$ cat src/rtl/cc_gauge_pkg.sv
package cc_gauge_pkg;

  typedef enum logic [1:0] {
    PS_RUN  = 2'd0,
    PS_HOLD = 2'd1,
    PS_SHIP = 2'd2,
    PS_WAKE = 2'd3
  } pstate_e;

  typedef enum logic [1:0] {
    RSN_NONE = 2'd0,
    RSN_WAKE = 2'd1,
    RSN_PATH = 2'd2
  } rsn_e;

  // Integration is suspended in the resting states.
  function automatic logic is_frozen(input logic [1:0] st);
    return (st == PS_HOLD) || (st == PS_SHIP);
  endfunction

endpackage

$ cat src/rtl/cc_offset_trim.sv
// Zero-current offset estimator; learns only while the gauge rests.
module cc_offset_trim #(
  parameter int CUR_W  = 16,
  parameter int OFF_SH = 4,
  localparam int ADJ_W = CUR_W + 2
) (
  input  logic                    clk,
  input  logic                    rst,
  input  logic                    learn_en,
  input  logic signed [CUR_W-1:0] smp,
  output logic signed [ADJ_W-1:0] cur_adj
);

  logic signed [ADJ_W-1:0] off_q;
  logic signed [ADJ_W-1:0] smp_x;

  assign smp_x   = ADJ_W'(smp);
  assign cur_adj = smp_x - off_q;

  always_ff @(posedge clk) begin
    if (rst) begin
      off_q <= '0;
    end else if (learn_en) begin
      off_q <= off_q + (cur_adj >>> OFF_SH);
    end
  end

endmodule

$ cat src/rtl/cc_accum.sv
// Fixed-point charge accumulator with fractional residue and clamping.
module cc_accum #(
  parameter int CUR_W    = 16,
  parameter int GAIN_W   = 16,
  parameter int FRAC_W   = 16,
  parameter int SOC_W    = 14,
  parameter int SOC_FULL = 10000,
  localparam int ADJ_W   = CUR_W + 2,
  localparam int STEP_W  = SOC_W + 2,
  localparam int ACC_W   = SOC_W + FRAC_W,
  localparam int PROD_W  = ADJ_W + GAIN_W + 1,
  localparam int SUM_W   = ((PROD_W > ACC_W + 1) ? PROD_W : ACC_W + 1) + 2
) (
  input  logic                     clk,
  input  logic                     rst,
  input  logic                     int_en,
  input  logic signed [ADJ_W-1:0]  cur_adj,
  input  logic                     chg_pos,
  input  logic [GAIN_W-1:0]        gain,
  input  logic                     step_en,
  input  logic signed [STEP_W-1:0] step,
  output logic [SOC_W-1:0]         soc
);

  localparam logic signed [SUM_W-1:0] FULL_X = SUM_W'(SOC_FULL) <<< FRAC_W;
  localparam logic [ACC_W-1:0]        FULL_A = ACC_W'(SOC_FULL) << FRAC_W;

  logic [ACC_W-1:0]         acc_q;
  logic [ACC_W-1:0]         acc_d;
  logic signed [ADJ_W-1:0]  pol;
  logic signed [PROD_W-1:0] prod;
  logic signed [SUM_W-1:0]  acc_x;
  logic signed [SUM_W-1:0]  prod_x;
  logic signed [SUM_W-1:0]  step_x;
  logic signed [SUM_W-1:0]  sum;

  always_comb begin
    pol    = chg_pos ? cur_adj : -cur_adj;
    prod   = PROD_W'(pol) * PROD_W'($signed({1'b0, gain}));
    acc_x  = SUM_W'($signed({1'b0, acc_q}));
    prod_x = int_en  ? SUM_W'(prod) : '0;
    step_x = step_en ? (SUM_W'(step) <<< FRAC_W) : '0;
    sum    = acc_x + prod_x + step_x;
    if (sum < 0) begin
      acc_d = '0;
    end else if (sum > FULL_X) begin
      acc_d = FULL_A;
    end else begin
      acc_d = sum[ACC_W-1:0];
    end
  end

  always_ff @(posedge clk) begin
    if (rst) begin
      acc_q <= '0;
    end else begin
      acc_q <= acc_d;
    end
  end

  assign soc = acc_q[ACC_W-1:FRAC_W];

endmodule

$ cat src/rtl/cc_corr_ctrl.sv
// Exit detection, tick pacing and bounded step generation for re-anchoring.
module cc_corr_ctrl #(
  parameter int SOC_W       = 14,
  parameter int STEP_MAX    = 300,
  parameter int TICK_CYCLES = 8,
  parameter int TS_W        = 32,
  localparam int STEP_W     = SOC_W + 2,
  localparam int CNT_W      = $clog2(TICK_CYCLES)
) (
  input  logic                     clk,
  input  logic                     rst,
  input  logic [1:0]               pstate,
  input  logic [SOC_W-1:0]         soc,
  input  logic [SOC_W-1:0]         ocv_soc,
  output logic                     step_en,
  output logic signed [STEP_W-1:0] step,
  output logic                     evt,
  output logic [1:0]               rsn,
  output logic [TS_W-1:0]          ts
);
  import cc_gauge_pkg::*;

  localparam logic signed [STEP_W-1:0] STEP_P = STEP_W'(STEP_MAX);
  localparam logic signed [STEP_W-1:0] STEP_N = -STEP_P;
  localparam logic [CNT_W-1:0]         CNT_LAST = CNT_W'(TICK_CYCLES - 1);

  logic [1:0]               prev_q;
  logic                     active_q;
  logic [CNT_W-1:0]         cnt_q;
  logic [1:0]               rsn_lat_q;
  logic [TS_W-1:0]          ts_cnt_q;
  logic                     frozen_now;
  logic                     exit_rest;
  logic                     tick;
  logic                     done;
  logic signed [STEP_W-1:0] diff;

  always_comb begin
    frozen_now = is_frozen(pstate);
    exit_rest  = is_frozen(prev_q) && !frozen_now;
    diff       = $signed({2'b00, ocv_soc}) - $signed({2'b00, soc});
    if (diff > STEP_P) begin
      step = STEP_P;
    end else if (diff < STEP_N) begin
      step = STEP_N;
    end else begin
      step = diff;
    end
    tick    = active_q && (cnt_q == CNT_LAST) && !frozen_now;
    step_en = tick && (diff != '0);
    done    = tick && (step == diff);
  end

  always_ff @(posedge clk) begin
    if (rst) begin
      prev_q    <= PS_RUN;
      active_q  <= 1'b0;
      cnt_q     <= '0;
      rsn_lat_q <= RSN_NONE;
      ts_cnt_q  <= '0;
      evt       <= 1'b0;
      rsn       <= RSN_NONE;
      ts        <= '0;
    end else begin
      prev_q   <= pstate;
      ts_cnt_q <= ts_cnt_q + 1'b1;
      evt      <= step_en;
      rsn      <= step_en ? rsn_lat_q : RSN_NONE;
      if (step_en) begin
        ts <= ts_cnt_q;
      end
      if (frozen_now) begin
        active_q <= 1'b0;
        cnt_q    <= '0;
      end else if (exit_rest) begin
        active_q  <= 1'b1;
        cnt_q     <= '0;
        rsn_lat_q <= (prev_q == PS_SHIP) ? RSN_WAKE : RSN_PATH;
      end else if (active_q) begin
        if (tick) begin
          cnt_q <= '0;
          if (done) begin
            active_q <= 1'b0;
          end
        end else begin
          cnt_q <= cnt_q + 1'b1;
        end
      end
    end
  end

endmodule

$ cat src/rtl/soc_integrator.sv
// State-gated coulomb counter with bounded post-rest re-anchoring.
module soc_integrator #(
  parameter int CUR_W       = 16,
  parameter int GAIN_W      = 16,
  parameter int FRAC_W      = 16,
  parameter int STEP_MAX    = 300,
  parameter int TICK_CYCLES = 375_000_000,
  parameter int OFF_SH      = 4,
  parameter int TS_W        = 32,
  localparam int SOC_FULL   = 10000,
  localparam int SOC_W      = $clog2(SOC_FULL + 1)
) (
  input  logic                    clk,
  input  logic                    rst,
  input  logic                    smp_vld,
  input  logic signed [CUR_W-1:0] smp_ma,
  input  logic                    chg_pos,
  input  logic [GAIN_W-1:0]       gain,
  input  logic [1:0]              pstate,
  input  logic [SOC_W-1:0]        ocv_soc,
  output logic [SOC_W-1:0]        soc,
  output logic                    corr_evt,
  output logic [1:0]              corr_rsn,
  output logic [TS_W-1:0]         corr_ts
);
  import cc_gauge_pkg::*;

  localparam int ADJ_W  = CUR_W + 2;
  localparam int STEP_W = SOC_W + 2;

  logic                     frozen;
  logic                     int_en;
  logic                     learn_en;
  logic signed [ADJ_W-1:0]  cur_adj;
  logic                     step_en;
  logic signed [STEP_W-1:0] step;

  assign frozen   = is_frozen(pstate);
  assign int_en   = smp_vld && !frozen;
  assign learn_en = smp_vld && frozen;

  cc_offset_trim #(
    .CUR_W (CUR_W),
    .OFF_SH(OFF_SH)
  ) u_trim (
    .clk     (clk),
    .rst     (rst),
    .learn_en(learn_en),
    .smp     (smp_ma),
    .cur_adj (cur_adj)
  );

  cc_accum #(
    .CUR_W   (CUR_W),
    .GAIN_W  (GAIN_W),
    .FRAC_W  (FRAC_W),
    .SOC_W   (SOC_W),
    .SOC_FULL(SOC_FULL)
  ) u_acc (
    .clk    (clk),
    .rst    (rst),
    .int_en (int_en),
    .cur_adj(cur_adj),
    .chg_pos(chg_pos),
    .gain   (gain),
    .step_en(step_en),
    .step   (step),
    .soc    (soc)
  );

  cc_corr_ctrl #(
    .SOC_W      (SOC_W),
    .STEP_MAX   (STEP_MAX),
    .TICK_CYCLES(TICK_CYCLES),
    .TS_W       (TS_W)
  ) u_corr (
    .clk    (clk),
    .rst    (rst),
    .pstate (pstate),
    .soc    (soc),
    .ocv_soc(ocv_soc),
    .step_en(step_en),
    .step   (step),
    .evt    (corr_evt),
    .rsn    (corr_rsn),
    .ts     (corr_ts)
  );

endmodule

$ cat config.mk
export PLATFORM = sky130hd
export DESIGN_NAME = soc_integrator
export DESIGN_NICKNAME = d
export VERILOG_FILES = /design/src/rtl/cc_gauge_pkg.sv /design/src/rtl/cc_offset_trim.sv /design/src/rtl/cc_accum.sv /design/src/rtl/cc_corr_ctrl.sv /design/src/rtl/soc_integrator.sv
export SDC_FILE = /design/constraint.sdc
export NUM_CORES = 1
export LEC_CHECK = 0
export BUFFER_PORTS_ARGS = -buffer_cell sky130_fd_sc_hd__clkbuf_2
export CAP_MARGIN = 20
export CORE_ASPECT_RATIO = 0.5
export CORE_UTILIZATION = 66
export CTS_BUF_LIST = sky130_fd_sc_hd__clkbuf_2
export DETAILED_ROUTE_END_ITERATION = 7
export GPL_TIMING_DRIVEN = 0
export HOLD_SLACK_MARGIN = 0.12
export PLACE_DENSITY_LB_ADDON = 0.05
export SYNTH_ARGS = -nofsm -noshare
export SYNTH_HDL_FRONTEND = slang
export SYNTH_HIERARCHICAL = 1
export SYNTH_SLANG_ARGS = --single-unit
$ cat constraint.sdc
create_clock -name clk -period 19.5 [get_ports clk]
set_clock_uncertainty 0.1 [all_clocks]
set_input_delay 2.925 -clock clk [delete_from_list [all_inputs] [get_ports clk]]
set_output_delay 2.925 -clock clk [all_outputs]
set_load 0.02 [all_outputs]
==> impl_metrics.toml, run 1 <==
[grt]
grt_pass1_wl_um = 94400
vias_in_the_first_global_route = 18764
grt_max_degree = 17
grt_antenna_before_repair = 1
overflow = 0
grt_util_all_layers = 0.330

[clocking]
tritoncts_num_sinks = 149
cts_resized = 0
cts.repair_timing.setup_buffer_count = 0
cts_max_path_buffers = 2
numCtsBuffers = 17
clock_tree_from_tritoncts = "done"
cts-hold-fix-buffers = 0
clk-insertion-delay-late_ns = 0.92
clkSlewWorstSetupHoldPaths_ns = 0.23
clock_tree.root_cell = "sky130_fd_sc_hd__clkbuf_2"
cts-htree-levels = 4

[synth]
synth-async-reset-ratio = 0
post-synth-top-count-cell = "sky130_fd_sc_hd__inv_1"
ys_seq_elements = 149
netlist_instances = 2838
post_synth_instance_area_mm2 = 0.0235
synth_seq_area_share = 0.127
synth_area_per_cell_um2 = 8.29
ys_types = 109
synth_largest_area_cell = "sky130_fd_sc_hd__fa_1"
synth.top_cells.by_count = "474 x sky130_fd_sc_hd__inv_1, 311 x sky130_fd_sc_hd__fa_1, 249 x sky130_fd_sc_hd__nand2_1, 198 x sky130_fd_sc_hd__ha_1, 188 x sky130_fd_sc_hd__nor2_1"
synth_area_leaders = "sky130_fd_sc_hd__fa_1 26%, sky130_fd_sc_hd__dfxtp_1 13%, sky130_fd_sc_hd__ha_1 11%"
yosys_warnings = 6
count_of_flip_flops_with_a_built_in_enable_after_synthesis = 0
synth_nets = 3399
synth-main-ff-cell = "sky130_fd_sc_hd__dfxtp_1"
synth.top_cell.area_share = 0.265

[worst_setup_path]
r2r_cells = 49
crit_path_max_incr_delay_ns = 0.82
critical_path_peak_fanout = 10
crit_slowest_cell = "sky130_fd_sc_hd__fa_1"
crit_path_start_kind = "primary input"
worst_ep_required_time_ns = 20.09
timing.setup.critical_path_class = "primary input to flop"
critPathCaptureType = "flop"
worst_ep_arrival_time_ns = 16.90

[placement]
dpl.cell_count = 3404
post-dp-hpwl_um = 48200
portBuffers = 91
gp_routability_congestion = 0.939

[cells_and_area]
syn2layout_area_growth_pct = 5.42
final_cell_count_without_fillers = 3438
drive_above_1_share = 0.0719
multi_input_area_mm2 = 0.0182
area.sequential_mm2 = 0.00298
fillers = 2867
nNetsFinal = 3509

[sta]
unrepaired_setup_endpoints_after_global_routing = "false"
finalCritPeriodShare = 0.837
totalNegativeSetupSlack_ns = 0
slew_headroom = 0.327
report.final.setup_viol = 0
max_freq_mhz = 61.3
final-max-slew-violation-count = 0
worst-slew-pin-transition_ns = 1.00
period_minus_slack_ns = 16.31
final_hold_vio_count = 0

[drt]
route.detailed.drc = 0
vias_per_cell = 5.72
wirelength_um = 58400
drt.antenna.violating_nets = 0
vias = 19678
route.detailed.wl_per_inst_um = 17.0
initial_drt_pass_iterations = 5
dr.first_iter.drc_count = 1679

[floorplanning]
core.rowCount = 48
io_pins = 101
die-area_mm2 = 0.0364
die-height_um = 135
die_w_um = 269
core-area_mm2 = 0.0348
initial_utilization = 0.676

[outcome]
run_status = "finished clean"

[run]
max_cap_viol_count = 0

[worst_hold_path]
min_delay_path_depth = 1
holdCritPathClass = "flop to flop"
worst paths after layout:
kind	endpoint	from	slack, ns
worst max-delay path	u_acc/acc_q[19]$_SDFF_PP0_	smp_ma[0]	3.19
worst min-delay path	u_corr/rsn[0]$_SDFF_PP0_	u_corr/rsn_lat_q[0]$_SDFFE_PP0P_	0.39
worst max register to register	u_acc/acc_q[19]$_SDFF_PP0_	u_trim/off_q[0]$_SDFFE_PP0P_	4.98
worst min register to register	u_corr/rsn[0]$_SDFF_PP0_	u_corr/rsn_lat_q[0]$_SDFFE_PP0P_	0.39
kinds of logic after synthesis:
logic type	after synthesis	share of synthesized area
adder cells (fa/ha/maj)	509	0.370
AND/OR/NAND/NOR	948	0.207
flip-flops	149	0.127
AO/OA/AOI/OAI	471	0.132
multiplexers	20	0.00926
XOR/XNOR	147	0.0547
buffers and inverters	594	0.100
critical path, delay by kind of cell:
kind,cells,cell delay (ns)
fa+ha+maj,11,5.08
simple gates,13,3.41
xor+xnor,2,0.63
buf+inv,10,1.64
compound gates,14,3.05
mux,1,0.16
per-stage QoR:
step	instance area, um^2	setup slack, ns	util	hold WS, ns
finish	24800	3.19	0.713	0.389
global route	24800	2.33	0.713	0.403
CTS	24800	3.34	0.713	0.387
detailed placement	24600	2.54	0.707	0.345
global placement	24600	2.61	0.707	0.338
floorplan	23500	4.59	-	0.326
cell type report:
| class | count | share of cell area |
|---|---|---|
| antenna | 2 | 0.000202 |
| buffer | 119 | 0.0233 |
| clock buffer | 17 | 0.00343 |
| clock inverter | 15 | 0.00540 |
| inverter | 475 | 0.0719 |
| multi-input combinational | 2095 | 0.733 |
| sequential | 149 | 0.120 |
| tap | 475 | 0.0240 |
| timing repair buffer | 91 | 0.0184 |
layout by cell type (no fill, tap or decap), types with 7 or more instances in the layout:
cell / count
sky130_fd_sc_hd__a211oi_1: 21
sky130_fd_sc_hd__a21o_1: 34
sky130_fd_sc_hd__a21oi_1: 156
sky130_fd_sc_hd__a31oi_1: 9
sky130_fd_sc_hd__and2_1: 182
sky130_fd_sc_hd__and3_1: 21
sky130_fd_sc_hd__and4_1: 9
sky130_fd_sc_hd__buf_2: 9
sky130_fd_sc_hd__buf_4: 15
sky130_fd_sc_hd__buf_6: 7
sky130_fd_sc_hd__clkbuf_1: 81
sky130_fd_sc_hd__clkbuf_2: 108
sky130_fd_sc_hd__dfxtp_1: 149
sky130_fd_sc_hd__fa_1: 311
sky130_fd_sc_hd__ha_1: 198
sky130_fd_sc_hd__inv_1: 474
sky130_fd_sc_hd__mux2i_1: 15
sky130_fd_sc_hd__nand2_1: 249
sky130_fd_sc_hd__nand2b_1: 22
sky130_fd_sc_hd__nand3_1: 89
sky130_fd_sc_hd__nand4_1: 32
sky130_fd_sc_hd__nor2_1: 188
sky130_fd_sc_hd__nor2_2: 11
sky130_fd_sc_hd__nor2b_1: 14
sky130_fd_sc_hd__nor3_1: 45
sky130_fd_sc_hd__nor3b_1: 8
sky130_fd_sc_hd__nor4_1: 11
sky130_fd_sc_hd__o211ai_1: 7
sky130_fd_sc_hd__o21a_1: 29
sky130_fd_sc_hd__o21ai_0: 76
sky130_fd_sc_hd__o21ai_1: 39
sky130_fd_sc_hd__o21bai_1: 17
sky130_fd_sc_hd__o22ai_1: 7
sky130_fd_sc_hd__o31ai_1: 8
sky130_fd_sc_hd__or3_1: 15
sky130_fd_sc_hd__xnor2_1: 69
sky130_fd_sc_hd__xor2_1: 78
metal layers:
layer	GRT usage	vias up	share of wire
li1	-	9430	-
met1	0.468	9437	0.46
met2	0.520	724	0.44
met3	0.0682	87	0.086
met4	0.0723	0	0.016
met5	0	-	0
state kept, by name, indices dropped and copies added, names as in the netlist:
register	count
u_corr/active_q	1
u_corr/ts_cnt_q	32
u_trim/off_q	18
u_corr/rsn	2
u_corr/evt	1
u_acc/acc_q	30
u_corr/prev_q	2
u_corr/rsn_lat_q	2
u_corr/ts	32
u_corr/cnt_q	29
Power of run 1 is left out: the tool's default activity adds up to more than one toggle a clock period on the data nets, which glitch-free logic cannot reach.
==> inputs of run 2 (changes only) <==
ABC_AREA = 1   (was unset)
CORE_UTILIZATION = 60   (was 66)
clock period = 14.65 ns   (was 19.5 ns; I/O delays follow)
==> run 2 against run 1 <==
Compared with the run above:
- first-iteration DRC count down 0.83%
- clock-buffer cell count stayed put
- hold slack worse by 0.0068 ns
- via count rose by 12%
- critical path type unchanged
- die area up 14%
- largest cell class unchanged
- cell area up 4.1%
- global-route usage grew 0.92 points
==> impl_metrics.toml, run 2 <==
[drt]
wirelength_um = 67100
initial_drt_pass_iterations = 6
route.detailed.drc = 0
vias = 22097
dr.first_iter.drc_count = 1665
vias_per_cell = 5.26
route.detailed.wl_per_inst_um = 16.0
drt.antenna.violating_nets = 0

[synth]
yosys_warnings = 6
post-synth-top-count-cell = "sky130_fd_sc_hd__inv_1"
ys_types = 56
synth_area_leaders = "sky130_fd_sc_hd__fa_1 26%, sky130_fd_sc_hd__inv_1 13%, sky130_fd_sc_hd__dfxtp_1 12%"
synth.top_cells.by_count = "829 x sky130_fd_sc_hd__inv_1, 777 x sky130_fd_sc_hd__nand2_1, 385 x sky130_fd_sc_hd__nor2_1, 311 x sky130_fd_sc_hd__fa_1, 198 x sky130_fd_sc_hd__ha_1"
count_of_flip_flops_with_a_built_in_enable_after_synthesis = 0
synth-main-ff-cell = "sky130_fd_sc_hd__dfxtp_1"
netlist_instances = 3539
synth.top_cell.area_share = 0.255
synth-async-reset-ratio = 0
synth_seq_area_share = 0.122
synth_largest_area_cell = "sky130_fd_sc_hd__fa_1"
synth_nets = 4100
ys_seq_elements = 149
synth_area_per_cell_um2 = 6.89
post_synth_instance_area_mm2 = 0.0244

[worst_setup_path]
crit_path_max_incr_delay_ns = 0.94
crit_path_start_kind = "primary input"
reg2reg_setup_slack_ns = 1.77
worst_ep_required_time_ns = 15.28
timing.setup.critical_path_class = "primary input to flop"
regToRegStartpoint = "u_trim/off_q[2]$_SDFFE_PP0P_"
r2r_cells = 51
worst_ep_arrival_time_ns = 14.51
crit_slowest_cell = "sky130_fd_sc_hd__xnor2_1"
critPathCaptureType = "flop"
reg2reg_end = "u_acc/acc_q[11]$_SDFF_PP0_"
critical_path_peak_fanout = 10

[sta]
unrepaired_setup_endpoints_after_global_routing = "false"
final_hold_vio_count = 0
worst-slew-pin-transition_ns = 1.21
report.final.setup_viol = 0
final-max-slew-violation-count = 0
max_freq_mhz = 72.0
finalCritPeriodShare = 0.948
period_minus_slack_ns = 13.88
slew_headroom = 0.190
totalNegativeSetupSlack_ns = 0

[clocking]
clock_tree.root_cell = "sky130_fd_sc_hd__clkbuf_2"
numCtsBuffers = 17
clk-insertion-delay-late_ns = 0.86
clkSlewWorstSetupHoldPaths_ns = 0.25
cts-hold-fix-buffers = 0
cts_resized = 0
cts.repair_timing.setup_buffer_count = 0
cts-htree-levels = 4
tritoncts_num_sinks = 149
clock_tree_from_tritoncts = "done"
cts_max_path_buffers = 2

[cells_and_area]
nNetsFinal = 4213
area.sequential_mm2 = 0.00298
drive_above_1_share = 0.0745
layout.cells.most_common_list = "829 x sky130_fd_sc_hd__inv_1, 777 x sky130_fd_sc_hd__nand2_1, 385 x sky130_fd_sc_hd__nor2_1"
reg_top3 = "u_corr/ts x32, u_corr/ts_cnt_q x32, u_acc/acc_q x30"
syn2layout_area_growth_pct = 5.79
multi_input_area_mm2 = 0.0178
layout.cells.most_common = "sky130_fd_sc_hd__inv_1"
fillers = 3788

[floorplanning]
die-area_mm2 = 0.0415
initial_utilization = 0.618
die-height_um = 145
die_w_um = 287
io_pins = 101
core.rowCount = 51
core-area_mm2 = 0.0395

[grt]
overflow = 0
grt_antenna_before_repair = 3
grt_pass1_wl_um = 109000
grt_max_degree = 19
grt_util_all_layers = 0.339
vias_in_the_first_global_route = 21417

[placement]
post-dp-hpwl_um = 57500
gp_routability_congestion = 0.998
portBuffers = 94

[outcome]
run_status = "finished clean"

[worst_hold_path]
min_delay_path_depth = 2
hold_path_startpoint = "u_corr/rsn_lat_q[0]$_SDFFE_PP0P_"
worst_hold_endpoint = "u_corr/rsn[0]$_SDFF_PP0_"
holdCritPathClass = "flop to flop"

[run]
max_cap_viol_count = 0
[run 2: cell types whose count changed after synthesis, moves of 39 or more]
cell | before | now
sky130_fd_sc_hd__nand2_1 | 249 | 777
sky130_fd_sc_hd__inv_1 | 474 | 829
sky130_fd_sc_hd__nor2_1 | 188 | 385
sky130_fd_sc_hd__and2_1 | 182 | 4
sky130_fd_sc_hd__nand3_1 | 89 | 131
sky130_fd_sc_hd__xor2_1 | 78 | 36
sky130_fd_sc_hd__xnor2_1 | 69 | 28
sky130_fd_sc_hd__o21ai_0 | 76 | 115
[run 2: cell families (layout without fill, tap and decap cells)]
family,count (synthesis),count (layout),synth area share
other,0,4,0
XOR/XNOR,64,64,0.0230
flip-flops,149,149,0.122
buffers and inverters,927,1053,0.148
AND/OR/NAND/NOR,1510,1510,0.265
adder cells (fa/ha/maj),509,509,0.357
AO/OA/AOI/OAI,380,380,0.0858
[run 2: cell type report]
| type | count | area share |
|---|---|---|
| Buffer | 76 | 0.0159 |
| Inverter | 851 | 0.124 |
| Sequential cell | 149 | 0.116 |
| Antenna cell | 4 | 0.000388 |
| Multi-Input combinational cell | 2463 | 0.690 |
| Timing Repair Buffer | 94 | 0.0182 |
| Tap cell | 530 | 0.0257 |
| Clock inverter | 15 | 0.00713 |
| Clock buffer | 17 | 0.00330 |
[run 2: how the worst max path moves through the flow]
stage                          from                         end  slack (ns)  cells after the start
after floorplan           smp_ma[0]  u_acc/acc_q[18]$_SDFF_PP0_        2.63                     57
after global placement    smp_ma[0]  u_acc/acc_q[11]$_SDFF_PP0_        0.29                     56
after detailed placement  smp_ma[0]   u_acc/acc_q[5]$_SDFF_PP0_        0.23                     56
after CTS                 smp_ma[0]   u_acc/acc_q[5]$_SDFF_PP0_        1.12                     56
after global routing      smp_ma[0]   u_acc/acc_q[5]$_SDFF_PP0_        0.22                     57
final                     smp_ma[0]  u_acc/acc_q[11]$_SDFF_PP0_        0.77                     56
[run 2: critical path, delay by kind of cell]
kind | cells | cell delay, ns
buffers and inverters | 11 | 1.48
adders and majority gates | 11 | 4.83
xor gates and xnor gates | 2 | 1.30
and+or+nand+nor | 23 | 3.01
AOI/OAI and AO/OA | 9 | 1.67
[run 2: through the flow]
step                      utilization  cell area (um^2)  hold WS [ns]  instances  setup WS, ns
final                           0.653             25800         0.383       4199         0.767
after global placement          0.646             25500         0.341       4163         0.289
after floorplan                     -             24400         0.325       3539          2.63
after global routing            0.653             25800         0.422       4197         0.219
after detailed placement        0.646             25500         0.347       4163         0.226
after CTS                       0.653             25800         0.379       4195          1.12
[run 2: metal layers]
metal | global-route usage | wire length (um) | share of wire
met5 | 0 | 0 | 0
met1 | 0.454 | 29900 | 0.45
met2 | 0.553 | 30100 | 0.45
met4 | 0.0983 | 1630 | 0.024
met3 | 0.0715 | 5440 | 0.081
Power of run 2 is left out for the same reason.
==> inputs of run 3 (changes only) <==
CORE_UTILIZATION = 25   (was 60)
==> run 3 against run 2 <==
Compared with the run above:
- maximum frequency rose by 0.85%
- non-clock buffer count rose by 1
- first-iteration DRC count down 32%
- hold slack worse by 0.014 ns
- cell area rose by 3.8%
- setup slack improved by 0.12 ns
- register-to-register slack better by 0.03 ns
- critical path depth fell by 1
- via count down 3.2%
- global-route usage down 16 points
==> impl_metrics.toml, run 3 (same netlist as run 2, synthesis figures left out) <==
[cells_and_area]
syn2layout_area_growth_pct = 9.79
layout.cells.most_common = "sky130_fd_sc_hd__inv_1"
post-route-util = 0.279
drive_above_1_share = 0.0747
reg_top3 = "u_corr/ts x32, u_corr/ts_cnt_q x32, u_acc/acc_q x30"
layout.cells.most_common_list = "829 x sky130_fd_sc_hd__inv_1, 777 x sky130_fd_sc_hd__nand2_1, 385 x sky130_fd_sc_hd__nor2_1"
nNetsFinal = 4214
fillers = 10722

[worst_hold_path]
hold_path_startpoint = "u_corr/ts_cnt_q[23]$_SDFF_PP0_"
holdCritPathClass = "flop to flop"

[floorplanning]
core.rowCount = 80
initial_utilization = 0.254
die_w_um = 444
io_pins = 101
core-area_mm2 = 0.0960
die-height_um = 223
die-area_mm2 = 0.0989

[worst_setup_path]
timing.setup.critical_path_class = "primary input to flop"
critical-path-top-delay-family = "adder cells"
worst_ep_required_time_ns = 15.39
timing.critical_path.from = "smp_ma[0]"
critical_path.n_buffers_inverters = 11
critPathCaptureType = "flop"
cpMostUsedCell = "sky130_fd_sc_hd__nand2_1"
crit_path_start_kind = "primary input"
worst_ep_arrival_time_ns = 14.51
crit_slowest_cell = "sky130_fd_sc_hd__xor2_1"
regToRegStartpoint = "u_trim/off_q[0]$_SDFFE_PP0P_"
crit_path_max_incr_delay_ns = 0.85
critical_path_peak_fanout = 10
reg2reg_setup_slack_ns = 1.80

[grt]
grt_util_all_layers = 0.176
overflow = 0
grt_pass1_wl_um = 133000
grt_antenna_before_repair = 2
vias_in_the_first_global_route = 22236
grt_max_degree = 18

[sta]
final-max-slew-violation-count = 0
max_freq_mhz = 72.6
hold-worst-slack_ns = 0.368
slew_headroom = 0.291
unrepaired_setup_endpoints_after_global_routing = "false"
worst_slack_ns = 0.885
final_hold_vio_count = 0
worst-slew-pin-transition_ns = 1.06
period_minus_slack_ns = 13.76
finalCritPeriodShare = 0.940
report.final.setup_viol = 0

[clocking]
clkSlewWorstSetupHoldPaths_ns = 0.30
tritoncts_num_sinks = 149
cts-htree-levels = 4
clk-insertion-delay-late_ns = 0.92
clock_tree_from_tritoncts = "done"
cts_max_path_buffers = 2
clock_tree.root_cell = "sky130_fd_sc_hd__clkbuf_2"
numCtsBuffers = 17
cts.repair_timing.setup_buffer_count = 0

[drt]
drt.antenna.violating_nets = 0
vias = 21382
route.detailed.drc = 0
wirelength_um = 84000
route.detailed.wl_per_inst_um = 17.0
dr.first_iter.drc_count = 1134
initial_drt_pass_iterations = 7
vias_per_cell = 4.33

[placement]
gp_routability_congestion = 0.859
portBuffers = 94
placement.setup.worst_slack_ns = -0.232
post-dp-hpwl_um = 72700

[run]
max_cap_viol_count = 0

[outcome]
run_status = "finished clean"
run 3: cell count changes in the layout (fill, tap and decap cells not counted):
cell / change
sky130_fd_sc_hd__clkinv_1: +1
sky130_fd_sc_hd__inv_6: +2
sky130_fd_sc_hd__xor2_4: +1
sky130_fd_sc_hd__inv_8: +1
sky130_fd_sc_hd__bufinv_16: +2
sky130_fd_sc_hd__xor2_1: -1
sky130_fd_sc_hd__clkinvlp_4: -2
sky130_fd_sc_hd__buf_4: +1
sky130_fd_sc_hd__diode_2: +1
sky130_fd_sc_hd__clkinv_8: -3
sky130_fd_sc_hd__clkinv_4: -1
run 3: worst paths after layout:
path         depth (start not counted)                              to
min                                  2  u_corr/ts_cnt_q[24]$_SDFF_PP0_
min reg2reg                          2  u_corr/ts_cnt_q[24]$_SDFF_PP0_
max                                 55      u_acc/acc_q[11]$_SDFF_PP0_
max reg2reg                         53      u_acc/acc_q[11]$_SDFF_PP0_
run 3: what timing repair did:
action	CTS	global route
hold buffers	0	0
resized for setup	0	1
hold endpoints to repair	0	0
endpoints found under the setup margin	0	5
run 3: final cells by class:
type | instances | area (um^2) | share of cell area
repair buffers | 95 | 478 | 0.0178
clock inverters | 15 | 204 | 0.00761
well taps | 1271 | 1590 | 0.0594
diodes | 5 | 12.5 | 0.000467
multi-input cells | 2463 | 17800 | 0.666
plain buffers | 76 | 409 | 0.0153
clock buffers | 17 | 85.1 | 0.00318
flip-flops and latches | 149 | 2980 | 0.111
inverters | 851 | 3190 | 0.119
run 3: routing by layer:
metal / vias up / GRT usage / part of all wire
li1: 10952 / - / -
met1: 10142 / 0.273 / 0.55
met2: 242 / 0.266 / 0.42
met3: 46 / 0.0147 / 0.021
met4: 0 / 0.0284 / 0.0097
met5: - / 0 / 0
run 3: through the flow:
step                      cell area (um^2)  setup TNS [ns]  cells
after global placement               26500          -25.62   4904
after global routing                 26800               0   4941
final                                26800               0   4942
after CTS                            26800               0   4937
after floorplan                      24400               0   3539
after detailed placement             26500           -3.60   4905
run 3: worst min-delay path, cell delays in order, from the launching register on:
cell and delay (ns):
sky130_fd_sc_hd__dfxtp_1 0.39, sky130_fd_sc_hd__nand2_1 0.07, sky130_fd_sc_hd__a21oi_1 0.06
Power of run 3 is left out for the same reason.
